===== src/rtl/dm_alu_pkg.sv =====
// Shared types for the binary/decimal add-subtract unit.
// Assumes an 8-bit datapath; digit-adjust constants are tied to 4-bit nibbles.
package dm_alu_pkg;
    localparam int DATA_W = 8;
    localparam int NIB_W  = DATA_W / 2;

    // Variant selects the decimal-mode arithmetic and flag rules
    typedef enum logic [1:0] {
        VAR_NMOS = 2'd0,
        VAR_CMOS = 2'd1,
        VAR_WIDE = 2'd2
    } variant_e;

    // Result bundle produced by each arithmetic core
    typedef struct packed {
        logic [DATA_W-1:0] res;
        logic              n;
        logic              v;
        logic              z;
        logic              c;
    } alu_out_t;
endpackage


===== src/rtl/dm_add_unit.sv =====
// Combinational add-with-carry core, binary or packed-BCD.
// Assumes: operands are arbitrary bytes; decimal rules follow the selected variant.
module dm_add_unit
    import dm_alu_pkg::*;
#(
    parameter variant_e VARIANT = VAR_CMOS
) (
    input  logic [DATA_W-1:0] a,
    input  logic [DATA_W-1:0] b,
    input  logic              cin,
    input  logic              dec,
    output alu_out_t          o
);
    localparam int SW = DATA_W + 3;

    logic [DATA_W:0]        bin_sum;
    logic [NIB_W:0]         lo_raw;
    logic [DATA_W:0]        lo_adj;
    logic [DATA_W:0]        full;
    logic [DATA_W+1:0]      full_c;
    logic signed [SW-1:0]   sgn;
    logic                   dec_v;

    // Binary sum and the digit-adjusted intermediates
    always_comb begin
        bin_sum = {1'b0, a} + {1'b0, b} + {{DATA_W{1'b0}}, cin};
        lo_raw  = {1'b0, a[NIB_W-1:0]} + {1'b0, b[NIB_W-1:0]} + {{NIB_W{1'b0}}, cin};
        if (lo_raw >= 5'd10)
            lo_adj = {5'b0, 4'(lo_raw + 5'd6)} + 9'h010;
        else
            lo_adj = {4'b0, lo_raw};
        full   = {1'b0, a[7:4], 4'b0} + {1'b0, b[7:4], 4'b0} + lo_adj;
        sgn    = $signed({{3{a[7]}}, a[7:4], 4'b0}) + $signed({{3{b[7]}}, b[7:4], 4'b0})
               + $signed({2'b0, lo_adj});
        dec_v  = (sgn < -11'sd128) || (sgn > 11'sd127);
        full_c = {1'b0, full} + ((full >= 9'h0A0) ? 10'h060 : 10'h000);
    end

    // Select outputs by mode and variant flag rules
    always_comb begin
        if (!dec) begin
            o.res = bin_sum[7:0];
            o.c   = bin_sum[8];
            o.v   = (a[7] == b[7]) && (bin_sum[7] != a[7]);
            o.n   = bin_sum[7];
            o.z   = (bin_sum[7:0] == 8'h00);
        end else begin
            o.res = full_c[7:0];
            o.c   = (full_c >= 10'h100);
            o.v   = dec_v;
            if (VARIANT == VAR_NMOS) begin
                o.n = full[7];
                o.z = (bin_sum[7:0] == 8'h00);
            end else begin
                o.n = full_c[7];
                o.z = (full_c[7:0] == 8'h00);
            end
        end
    end
endmodule


===== src/rtl/dm_sub_unit.sv =====
// Combinational subtract-with-borrow core, binary or packed-BCD.
// Assumes: cin = 1 means no borrow; the variant picks the decimal adjust order.
module dm_sub_unit
    import dm_alu_pkg::*;
#(
    parameter variant_e VARIANT = VAR_CMOS
) (
    input  logic [DATA_W-1:0] a,
    input  logic [DATA_W-1:0] b,
    input  logic              cin,
    input  logic              dec,
    output alu_out_t          o
);
    localparam int SW = DATA_W + 3;

    logic [DATA_W:0]      bin_d;
    logic                 bin_v;
    logic signed [SW-1:0] lo;
    logic signed [SW-1:0] dfull;
    logic [DATA_W-1:0]    dres;

    // Binary difference and the low-digit difference shared by all variants
    always_comb begin
        bin_d = {1'b0, a} + {1'b0, ~b} + {{DATA_W{1'b0}}, cin};
        bin_v = (a[7] != b[7]) && (bin_d[7] != a[7]);
        lo    = $signed({7'b0, a[3:0]}) - $signed({7'b0, b[3:0]})
              + $signed({10'b0, cin}) - 11'sd1;
    end

    // Decimal result: adjust order depends on the variant
    generate
        if (VARIANT == VAR_CMOS) begin : g_whole_first
            // Whole-byte adjust first, then the low-digit adjust
            always_comb begin
                dfull = $signed({3'b0, a}) - $signed({3'b0, b}) + $signed({10'b0, cin}) - 11'sd1;
                if (dfull < 0)
                    dfull = dfull - 11'sd96;
                if (lo < 0)
                    dfull = dfull - 11'sd6;
                dres = dfull[7:0];
            end
        end else begin : g_digit_first
            // Low digit adjusted before the high digits are combined
            logic signed [SW-1:0] lo_adj;
            always_comb begin
                lo_adj = (lo < 0) ? (((lo - 11'sd6) & 11'sd15) - 11'sd16) : lo;
                dfull  = $signed({3'b0, a[7:4], 4'b0}) - $signed({3'b0, b[7:4], 4'b0}) + lo_adj;
                if (dfull < 0)
                    dfull = dfull - 11'sd96;
                dres = dfull[7:0];
            end
        end
    endgenerate

    // Pick result and flags for the mode and variant
    always_comb begin
        o.c = bin_d[8];
        o.v = bin_v;
        if (!dec || VARIANT == VAR_NMOS) begin
            o.n = bin_d[7];
            o.z = (bin_d[7:0] == 8'h00);
        end else begin
            o.n = dres[7];
            o.z = (dres == 8'h00);
        end
        o.res = dec ? dres : bin_d[7:0];
    end
endmodule


===== src/rtl/dm_alu.sv =====
// Top of the binary/decimal add-subtract unit with a start/done handshake.
// Assumes: start is a single-cycle pulse honoured only while ready is high;
// the later variant spends one extra cycle on decimal operations.
module dm_alu
    import dm_alu_pkg::*;
#(
    parameter variant_e VARIANT = VAR_CMOS
) (
    input  logic              clk,
    input  logic              rst_n,
    input  logic              start,
    input  logic              dec_mode,
    input  logic              sub_op,
    input  logic [DATA_W-1:0] a_in,
    input  logic [DATA_W-1:0] b_in,
    input  logic              c_in,
    output logic              ready,
    output logic              done,
    output logic [DATA_W-1:0] result,
    output logic              flag_n,
    output logic              flag_v,
    output logic              flag_z,
    output logic              flag_c
);
    localparam logic SLOW_DEC = (VARIANT == VAR_CMOS);

    alu_out_t add_o, sub_o, nxt, out_q;
    logic     busy_q, done_q, take;

    dm_add_unit #(.VARIANT(VARIANT)) u_add (
        .a(a_in), .b(b_in), .cin(c_in), .dec(dec_mode), .o(add_o)
    );

    dm_sub_unit #(.VARIANT(VARIANT)) u_sub (
        .a(a_in), .b(b_in), .cin(c_in), .dec(dec_mode), .o(sub_o)
    );

    // Operation select and acceptance qualifier
    always_comb begin
        nxt  = sub_op ? sub_o : add_o;
        take = start && !busy_q;
    end

    // Handshake state and output registers
    always_ff @(posedge clk) begin
        if (!rst_n) begin
            out_q  <= '0;
            busy_q <= 1'b0;
            done_q <= 1'b0;
        end else begin
            done_q <= 1'b0;
            if (busy_q) begin
                busy_q <= 1'b0;
                done_q <= 1'b1;
            end else if (take) begin
                out_q <= nxt;
                if (SLOW_DEC && dec_mode)
                    busy_q <= 1'b1;
                else
                    done_q <= 1'b1;
            end
        end
    end

    // Drive ports from registered state
    always_comb begin
        ready  = !busy_q;
        done   = done_q;
        result = out_q.res;
        flag_n = out_q.n;
        flag_v = out_q.v;
        flag_z = out_q.z;
        flag_c = out_q.c;
    end
endmodule


===== config.mk =====
export PLATFORM = sky130hd
export DESIGN_NAME = dm_alu
export DESIGN_NICKNAME = d
export VERILOG_FILES = /design/src/rtl/dm_alu_pkg.sv /design/src/rtl/dm_add_unit.sv /design/src/rtl/dm_sub_unit.sv /design/src/rtl/dm_alu.sv
export SDC_FILE = /design/constraint.sdc
export NUM_CORES = 1
export LEC_CHECK = 0
export BUFFER_PORTS_ARGS = -buffer_cell sky130_fd_sc_hd__buf_2
export CORE_ASPECT_RATIO = 0.6
export CORE_MARGIN = 2
export CORE_UTILIZATION = 59
export DETAILED_ROUTE_END_ITERATION = 6
export PLACE_DENSITY_LB_ADDON = 0.12
export SETUP_SLACK_MARGIN = 0.3
export SYNTH_ARGS = -nofsm -noshare
export SYNTH_HDL_FRONTEND = slang
export SYNTH_HIERARCHICAL = 1
export SYNTH_SLANG_ARGS = --single-unit
export TNS_END_PERCENT = 30

===== constraint.sdc =====
create_clock -name clk -period 17.25 [get_ports clk]
set_clock_uncertainty 0.1 [all_clocks]
set_input_delay 1.725 -clock clk [delete_from_list [all_inputs] [get_ports clk]]
set_output_delay 1.725 -clock clk [all_outputs]
set_load 0.01 [all_outputs]

==> impl_metrics.json <==
{
  "status": "complete, no violations",
  "clock_path_buffers": 2,
  "yosysMostFrequentCell": "inv_1",
  "cp.arrival_ps": 7080,
  "synth_common_cells": "39 x inv_1, 32 x a21oi_1, 29 x o21ai_0, 26 x ha_1, 23 x xnor2_1",
  "wl_um": 7040,
  "yosysTopAreaCellShare_pct": 11.4,
  "power.leakage_nw": 1.41,
  "seq_power_share_pct": 16.4,
  "synth.area.top_cells": "ha_1 11%, dfxtp_1 9.8%, xnor2_1 7.0%",
  "switching_share_pct": 46.5,
  "antenna_found_initial": 0,
  "firstDrtPassIters": 5,
  "post_cts_buffers": 0,
  "ant_nets": 0,
  "drv_slew": 0,
  "slew_headroom_pct": 63.3,
  "die_h_um": 57.9,
  "via_per_inst": 5.97,
  "routedWlPerCell_um": 15.9,
  "ys_seq_area_share_pct": 9.80,
  "htree_levels": 1,
  "min_path_type": "reg -> reg",
  "period_share_pct": 40.6,
  "dp_cells": 440,
  "max_freq_mhz": 143,
  "die_w_um": 93.9,
  "required_ps": 17330,
  "n_antenna_cell": 0,
  "async_reset_ff_share_pct": 0,
  "cp_common_cell": "fa_1",
  "grt_max_degree": 27,
  "cts-root-buf": "clkbuf_8",
  "crit_fanout": 6,
  "endpoint_kind": "flip-flop",
  "synth_edf_count": 0,
  "hold_violations": 0,
  "synth_area_um2": 2860,
  "track_usage_pct": 26.9,
  "ctsHoldBuffers": 0,
  "die-area_um2": 5440,
  "peakVddDrop_mv": 0.0709,
  "dp_hpwl_um": 5660,
  "pwr_density_cell_nw_per_um2": 76.0,
  "ys.flop_type": "dfxtp_1",
  "synth_area_leader_cell": "ha_1",
  "numCtsBuffers": 3,
  "min_period_ps": 7000,
  "crit_buf_inv": 5,
  "crit_slowest_cell": "fa_1",
  "clock_sinks": 14,
  "crit_family": "adder cells",
  "syn_to_final_growth_pct": 5.77,
  "overflow": 0,
  "drc_errors": 0,
  "grt_pass1_vias": 2399,
  "cts.clk_slew.worst_paths_ps": 60,
  "gp_congestion": 0.879,
  "layout.nets": 440,
  "path_class": "in -> reg",
  "core_area_um2": 4610,
  "insertion_delay_ps": 250,
  "synth.ff_latch_count": 14,
  "power_w": 0.000230,
  "rows": 19,
  "synthCells": 363,
  "pin_count": 36,
  "pwr-share-clk_pct": 14.1,
  "ys_types": 64,
  "setup_tns_ps": 0,
  "critical_path.max_stage_delay_ps": 500,
  "vias": 2652,
  "grt_pass1_wl_um": 11500,
  "rsz0062_at_grt": "false",
  "dr.first_iter.drc_count": 205,
  "setup_viol": 0,
  "cts_resized": 0,
  "yosysWarnings": 6,
  "port_buffers": 35,
  "avgSynthCellArea_um2": 7.88,
  "synth_nets": 421,
  "cts_tree": "done",
  "initial_core_util_pct": 62.0,
  "final_cells": 444,
  "worst_slew_pin_slew_ps": 551,
  "p_comb_share_pct": 69.5,
  "switchingPower_w": 0.000107,
  "drive_gt1_share_pct": 16.3,
  "p_int_w": 0.000123,
  "crit_path_start_kind": "input port",
  "max-cap-violations": 0
}
==> power groups by stage <==
| stage | clock network, W | logic (W) | registers (W) |
|---|---|---|---|
| finish | 0.0000324 | 0.000160 | 0.0000377 |
| global route | 0.0000343 | 0.000177 | 0.0000382 |
| CTS | 0.0000327 | 0.000157 | 0.0000377 |
| global placement | 0 | 0.000153 | 0.0000382 |
| detailed placement | 0 | 0.000156 | 0.0000383 |
| floorplan | 0 | 0.000124 | 0.0000398 |
==> worst reg2reg max path: cells and delay by family (launching register included) <==
kind	cells	cell delay, ps
AO/OA/AOI/OAI	2	340
flip-flops	1	340
AND/OR/NAND/NOR	1	400
==> registers in the layout, indices dropped and copies added, names as in the netlist <==
register,cells
result,8
busy_q,1
done,1
flag_c,1
flag_n,1
flag_v,1
flag_z,1
==> layout make-up <==
class,instances,area [um^2]
inverter,39,146
multi-input combinational,289,2290
sequential,14,280
clock buffer,4,55.1
tap,63,78.8
timing repair buffer,35,175
fill,419,1590
==> placed cells by master (no fill, tap or decap), types with 4 or more instances in the layout <==
master / Yosys / layout
a21oi_1: 32 / 32
dfxtp_1: 14 / 14
a31oi_1: 4 / 4
and3_1: 4 / 4
o21ai_0: 29 / 29
buf_2: 4 / 35
mux2i_1: 20 / 20
a211oi_1: 4 / 4
xor2_1: 12 / 12
a21o_1: 6 / 6
ha_1: 26 / 26
xnor2_1: 23 / 23
nand3_1: 9 / 9
inv_1: 39 / 39
nor4_1: 5 / 5
nand2b_1: 5 / 5
nor2_1: 20 / 20
nand2_1: 17 / 17
clkbuf_8: 0 / 4
mux2_2: 5 / 5
fa_1: 10 / 10
==> per-stage QoR <==
step | hold slack, ps | setup WS [ps] | util [%] | area [um^2]
2_1_floorplan | 453 | 10540 | - | 2860
3_3_place_gp | 416 | 10190 | 64.4 | 2970
3_5_place_dp | 430 | 10040 | 64.4 | 2970
4_1_cts | 439 | 10280 | 65.6 | 3030
5_1_grt | 484 | 9800 | 65.6 | 3030
6_report | 438 | 10250 | 65.6 | 3030
==> final timing paths <==
check          start         to  slack, ps  cells past startpoint
max          a_in[0]     flag_z      10250                     25
min           flag_v     flag_v        440                      2
max reg2reg   busy_q  result[1]      16000                      3
min reg2reg   flag_v     flag_v        440                      2
==> layer usage <==
layer | up-vias | global-route usage (%) | part of all wire (%)
met4 | 0 | 2.48 | 0.099
met5 | - | 0 | 0
met1 | 1234 | 42.9 | 51
met2 | 110 | 38.2 | 39
li1 | 1306 | - | -
met3 | 2 | 5.85 | 9.4
==> cell families after synthesis <==
family                   after synthesis  share of synthesized area [%]
AO/OA/AOI/OAI                        102                           22.9
XOR/XNOR                              39                           13.0
adder cells (fa/ha/maj)               36                           18.4
buffers and inverters                 60                           10.1
flip-flops                            14                           9.80
multiplexers                          25                           8.97
AND/OR/NAND/NOR                       87                           16.8
No activity file was read; power rests on OpenSTA's default activity.
